**config.mk**
```make
export PLATFORM = sky130hd
export DESIGN_NAME = kpad_scan
export DESIGN_NICKNAME = d
export VERILOG_FILES = /design/src/rtl/kpad_pkg.sv /design/src/rtl/kpad_sync.sv /design/src/rtl/kpad_tick.sv /design/src/rtl/kpad_row_pick.sv /design/src/rtl/kpad_scan.sv
export SDC_FILE = /design/constraint.sdc
export NUM_CORES = 1
export LEC_CHECK = 0
export ABC_AREA = 1
export BUFFER_PORTS_ARGS = -buffer_cell sky130_fd_sc_hd__buf_2
export CORE_ASPECT_RATIO = 1.2
export CORE_UTILIZATION = 45
export CTS_CLUSTER_DIAMETER = 100
export DETAILED_ROUTE_END_ITERATION = 7
export MAX_ROUTING_LAYER = met4
export PLACE_DENSITY = 0.68
export SLEW_MARGIN = 25
export SYNTH_ARGS = -nofsm -noshare
export SYNTH_HDL_FRONTEND = slang
export SYNTH_SLANG_ARGS = --single-unit
```
**constraint.sdc**
```tcl
create_clock -name clk -period 4.46 [get_ports clk]
set_clock_uncertainty 0.2 [all_clocks]
set_input_delay 0.669 -clock clk [delete_from_list [all_inputs] [get_ports clk]]
set_output_delay 0.669 -clock clk [all_outputs]
set_load 0.005 [all_outputs]
```
**src/rtl/kpad_pkg.sv**
```systemverilog
package kpad_pkg;

    localparam int KP_NCOL   = 3;
    localparam int KP_NROW   = 4;
    localparam int KP_CODE_W = 4;

    typedef enum logic [2:0] {
        ST_SETTLE   = 3'd0,
        ST_SAMPLE   = 3'd1,
        ST_PRESS_DB = 3'd2,
        ST_HELD     = 3'd3,
        ST_REL_DB   = 3'd4
    } kp_state_e;

    // Telephone layout: digits on the upper rows, star/zero/hash on the last row.
    function automatic logic [KP_CODE_W-1:0] kp_key_code(input int unsigned row,
                                                          input int unsigned col);
        logic [KP_CODE_W-1:0] code;
        if (row < KP_NROW - 1) begin
            code = KP_CODE_W'(row * KP_NCOL + col + 1);
        end else begin
            case (col)
                0:       code = KP_CODE_W'(10);
                1:       code = KP_CODE_W'(0);
                default: code = KP_CODE_W'(11);
            endcase
        end
        return code;
    endfunction

endpackage

```
**src/rtl/kpad_sync.sv**
```systemverilog
module kpad_sync #(
    parameter int   W       = 4,
    parameter logic RST_VAL = 1'b1
) (
    input  logic         clk,
    input  logic         rst_n,
    input  logic [W-1:0] din,
    output logic [W-1:0] dout
);

    logic [W-1:0] meta_q;
    logic [W-1:0] sync_q;

    always_ff @(posedge clk or negedge rst_n) begin
        if (!rst_n) begin
            meta_q <= {W{RST_VAL}};
            sync_q <= {W{RST_VAL}};
        end else begin
            meta_q <= din;
            sync_q <= meta_q;
        end
    end

    assign dout = sync_q;

endmodule

```
**src/rtl/kpad_tick.sv**
```systemverilog
module kpad_tick #(
    parameter int DIV = 100000
) (
    input  logic clk,
    input  logic rst_n,
    output logic tick
);

    localparam int TW = (DIV > 2) ? $clog2(DIV) : 1;

    logic [TW-1:0] cnt_d, cnt_q;
    logic          tick_d, tick_q;

    always_comb begin
        if (cnt_q == TW'(DIV - 1)) begin
            cnt_d  = '0;
            tick_d = 1'b1;
        end else begin
            cnt_d  = cnt_q + TW'(1);
            tick_d = 1'b0;
        end
    end

    always_ff @(posedge clk or negedge rst_n) begin
        if (!rst_n) begin
            cnt_q  <= '0;
            tick_q <= 1'b0;
        end else begin
            cnt_q  <= cnt_d;
            tick_q <= tick_d;
        end
    end

    assign tick = tick_q;

endmodule

```
**src/rtl/kpad_row_pick.sv**
```systemverilog
module kpad_row_pick #(
    parameter int NROW = 4,
    parameter int RW   = 2
) (
    input  logic [NROW-1:0] act,
    output logic [RW-1:0]   idx
);

    // Walk from the top index down so the lowest active row is the final choice.
    always_comb begin
        idx = '0;
        for (int r = NROW - 1; r >= 0; r--) begin
            if (act[r]) idx = RW'(r);
        end
    end

endmodule

```
**src/rtl/kpad_scan.sv**
```systemverilog
module kpad_scan
    import kpad_pkg::*;
#(
    parameter int TICK_DIV  = 100000,
    parameter int DEB_TICKS = 10
) (
    input  logic                 clk,
    input  logic                 rst_n,
    input  logic [KP_NROW-1:0]   row_n,
    output logic [KP_NCOL-1:0]   col_oe,
    output logic [KP_CODE_W-1:0] key_code,
    output logic                 key_valid
);

    localparam int CW = $clog2(KP_NCOL);
    localparam int RW = $clog2(KP_NROW);
    localparam int DW = $clog2(DEB_TICKS + 1);

    typedef struct packed {
        kp_state_e            state;
        logic [CW-1:0]        col;
        logic [KP_NROW-1:0]   pat;
        logic [DW-1:0]        cnt;
        logic                 valid;
        logic [KP_CODE_W-1:0] code;
    } scan_t;

    scan_t s_d, s_q;

    logic                tick;
    logic [KP_NROW-1:0]  rows_s;
    logic [KP_NROW-1:0]  hit;
    logic                any_hit;
    logic [RW-1:0]       pick_row;
    logic [CW-1:0]       next_col;

    kpad_sync #(.W(KP_NROW), .RST_VAL(1'b1)) u_sync (
        .clk  (clk),
        .rst_n(rst_n),
        .din  (row_n),
        .dout (rows_s)
    );

    kpad_tick #(.DIV(TICK_DIV)) u_tick (
        .clk  (clk),
        .rst_n(rst_n),
        .tick (tick)
    );

    kpad_row_pick #(.NROW(KP_NROW), .RW(RW)) u_pick (
        .act(s_q.pat),
        .idx(pick_row)
    );

    assign hit      = ~rows_s;
    assign any_hit  = |hit;
    assign next_col = (s_q.col == CW'(KP_NCOL - 1)) ? '0 : s_q.col + CW'(1);

    always_comb begin
        s_d       = s_q;
        s_d.valid = 1'b0;
        if (tick) begin
            unique case (s_q.state)
                ST_SETTLE: begin
                    s_d.state = ST_SAMPLE;
                end
                ST_SAMPLE: begin
                    if (any_hit) begin
                        s_d.pat   = hit;
                        s_d.cnt   = '0;
                        s_d.state = ST_PRESS_DB;
                    end else begin
                        s_d.col   = next_col;
                        s_d.state = ST_SETTLE;
                    end
                end
                ST_PRESS_DB: begin
                    if (!any_hit) begin
                        s_d.cnt   = '0;
                        s_d.state = ST_SAMPLE;
                    end else if (hit != s_q.pat) begin
                        s_d.pat = hit;
                        s_d.cnt = '0;
                    end else if (s_q.cnt == DW'(DEB_TICKS - 1)) begin
                        s_d.valid = 1'b1;
                        s_d.code  = kp_key_code(int'(pick_row), int'(s_q.col));
                        s_d.cnt   = '0;
                        s_d.state = ST_HELD;
                    end else begin
                        s_d.cnt = s_q.cnt + DW'(1);
                    end
                end
                ST_HELD: begin
                    if (!any_hit) begin
                        s_d.cnt   = '0;
                        s_d.state = ST_REL_DB;
                    end
                end
                ST_REL_DB: begin
                    if (any_hit) begin
                        s_d.cnt   = '0;
                        s_d.state = ST_HELD;
                    end else if (s_q.cnt == DW'(DEB_TICKS - 1)) begin
                        s_d.cnt   = '0;
                        s_d.col   = next_col;
                        s_d.state = ST_SETTLE;
                    end else begin
                        s_d.cnt = s_q.cnt + DW'(1);
                    end
                end
                default: begin
                    s_d.state = ST_SETTLE;
                end
            endcase
        end
    end

    always_ff @(posedge clk or negedge rst_n) begin
        if (!rst_n) s_q <= '0;
        else        s_q <= s_d;
    end

    // One enable per column; an enabled column is only ever pulled low.
    for (genvar c = 0; c < KP_NCOL; c++) begin : g_col
        assign col_oe[c] = (s_q.col == CW'(c));
    end

    assign key_valid = s_q.valid;
    assign key_code  = s_q.code;

endmodule

```
==> results by group <==
Clocking
  – CTS Buffer Depth: 2
  – Post-CTS setup buffers: 0
  – Post-CTS sizing: 0
  – Clock transition at path regs: 90 ps
  – Root Buffer Master: clkbuf_8
  – H-tree Lvls: 2
  – CTS tree: yes
  – Clk_lat worst skew: 300 ps
  – CTS Buf Count: 5
  – Hold buffers post-CTS: 0
  – Num Clock Sinks: 44

STA
  – Worst Max-Slew Pin Slew: about 540 ps
  – Fmax: between 0.4 and 0.5 GHz
  – Fin crit period: slightly above 2000 ps
  – Unrepaired setup endpoints after global routing: no
  – Setup violators final: 0
  – Fin. Hold Viols: 0
  – Final count of pins violating max slew: 0
  – Final worst slack: 2442 ps
  – Period utilisation layout: 45.24%
  – Worst rel slew slack: around 64%
  – Post-route setup TNS: 0 ps

Global route
  – Largest net degree at the start of global routing: 45
  – Total track usage: 17.69%
  – Vias in the first global route: around 1,900
  – Grt met1 use: a little over 20%
  – Gr ovfl total: 0
  – Global routing's busiest layer: met2
  – GR Layer Usage met3: a little over 4%
  – Global-route wire length before repair: roughly 8100 um
  – Initial antenna violation count: 0
  – Met2 usage: 28.67%

Worst setup path
  – Worst r2r dst: key_code[1]
  – Endpoint class of the critical path: output pin
  – Worst-path fanout max: 6
  – CP bufs+invs: 2
  – CP max stage delay: approximately 480 ps
  – Reg2Reg Setup Slack: approximately 2500 ps
  – Worst r2r src: s_q[11]
  – Crit path to: col_oe[1]
  – Worst R2R Path Depth: 8
  – CP max-delay cell: dfrtp_1
  – Data required, critical path: around 3600 ps
  – CP Cell Sequence: inv_1 -> nor2_1 -> buf_2
  – CP Launch Type: flip-flop
  – Critical path class: reg2out
  – Arr. time, crit path: approximately 1200 ps
  – Worst Setup SP: s_q[13]
  – Critical Path Stages: 3
  – Worst path top cell family by delay: flip-flops

Power
  – Peak VDD IR: 0.1967 mV
  – Static Leak: between 1 and 1.5 nW
  – Power Dens Cells: between 200 and 300 nW/um^2

Logic synthesis
  – Synth Instances: roughly 320
  – Syn nets: between 300 and 400
  – Synth area leaders: dfrtp_1 (36%), nand2_1 (11%), dfstp_2 (8.4%)
  – Seq cells post-synth: between 40 and 50
  – Netlist cell types: 31
  – Leading area contributor after synthesis: dfrtp_1
  – Post-synthesis cell area: around 2500 um^2
  – Mean area per synthesized cell: 7.887 um^2
  – Ys Warns: 0
  – Sequential-to-total area share from yosys stat: roughly 45%
  – Synth top area share: a little over a third

Drt
  – Post-DRT Antenna Nets: 0
  – Via density: 4.916
  – DRT Wirelength: 4393 um
  – Avg WL per Cell: 11.15 um
  – Drt drc: 0
  – DRT iter0 DRCs: roughly 120
  – Total number of vias: slightly below 2,000
  – 1st-pass router iterations: 4

Final layout
  – Fillers: between 500 and 600
  – Post-layout util: 51.30%
  – Layout area overhead: 9.036%
  – NumNets Final: 344
  – Most common cell after layout, fill and taps aside: nand2_1
  – Share of layout cells above drive strength 1: between 10% and 20%
  – Finished Cell Area: between 2000 and 3000 um^2
  – Most frequent cells in the layout: nand2_1 (74), inv_1 (48), nor2_1 (38)
  – Multi-input logic area: 1155 um^2
  – Register Area: 1111 um^2
  – Diode count: 0

Place
  – Dpl cell area: 2600 um^2
  – Place WS: roughly 2500 ps
  – IO Port Bufs: 13
  – DP HPWL: 3251 um
  – GPL Wtd Cong: 0.8769

Floorplanning
  – Chip Width: between 60 and 70 um
  – Die area: about 5800 um^2
  – Rows: 29
  – Initial Utilization: roughly 47%
  – Die Ht: about 84 um
  – Placeable Area: roughly 5300 um^2
  – Io pins: 14

Status
  – Run status: finished, final reports clean

Worst hold path
  – Type of the most critical hold path: in2async

Run
  – Maxcap violations: 0
-- per-stage QoR --
step,instances,power [mW],hold slack (ps)
floorplan,316,0.4223,145.2
global placement,386,0.4336,145.2
detailed placement,386,0.4339,146.8
CTS,394,0.7537,153.7
global route,394,0.7731,163.8
finish,394,0.7391,149.5
-- worst min path at each step --
stage | slack (ps) | to | startpoint
6_report | 150 | key_code[0] | rst_n
5_1_grt | 160 | u_sync.dout[1] | u_sync.meta_q[1]
4_1_cts | 150 | u_sync.dout[1] | u_sync.meta_q[1]
3_5_place_dp | 150 | u_sync.dout[0] | u_sync.meta_q[0]
3_3_place_gp | 150 | u_sync.dout[0] | u_sync.meta_q[0]
2_1_floorplan | 150 | u_sync.dout[0] | u_sync.meta_q[0]
-- logic make-up after synthesis --
group                    synth area share [%]
AND/OR/NAND/NOR                         33.89
buffers and inverters                   9.086
flip-flops                              44.58
AO/OA/AOI/OAI                           5.823
XOR/XNOR                                2.811
adder cells (fa/ha/maj)                 3.815
-- worst register-to-register path: cells and delay by family, from the launching register on --
kind / cells / cell delay (ps)
AO/OA/AOI/OAI: 1 / 90
adder cells (fa/ha/maj): 2 / 820
buffers and inverters: 2 / 170
flip-flops: 1 / 420
AND/OR/NAND/NOR: 3 / 210
-- final cells by class --
| class | count | area share, % |
|---|---|---|
| multi-input combinational | 216 | 42.50 |
| sequential | 44 | 40.88 |
| inverter | 51 | 7.044 |
| tap | 62 | 2.855 |
| clock buffer | 5 | 2.532 |
| timing repair buffer | 13 | 2.486 |
| clock inverter | 3 | 1.703 |
-- where the power goes --
group          internal (mW)  switching, mW  total (mW)
Sequential             0.405        0.00354       0.409
Clock                  0.169          0.145       0.314
Combinational        0.00434         0.0123      0.0166
-- metal layers --
metal  wire length [um]  vias up
met5                  0        -
met3                103        7
met2               2160       21
li1                   -     1028
met1               2034      881
met4                 95        0
-- cells in the mapped netlist (all sizes together) --
| cell | count |
|---|---|
| o211ai | 1 |
| ha | 6 |
| inv | 51 |
| xor2 | 8 |
| dfrtp | 36 |
| o31ai | 1 |
| a21oi | 11 |
| dfstp | 8 |
| a21o | 2 |
| o22ai | 1 |
| nor3 | 7 |
| nand2 | 80 |
| nand3b | 4 |
| nor4 | 1 |
| nor2 | 45 |
| nand4 | 11 |
| fa | 1 |
| o21ai | 10 |
| buf | 5 |
| nand3 | 27 |
-- state kept, by name, summed over array words and instances (netlist names) --
name and cells:
u_tick.tick 1, key_valid 1, s_q 13, u_sync.dout 4
u_sync.meta_q 4, key_code 4, u_tick.cnt_q 17
Note: power is estimated with default switching activity, not from simulation.
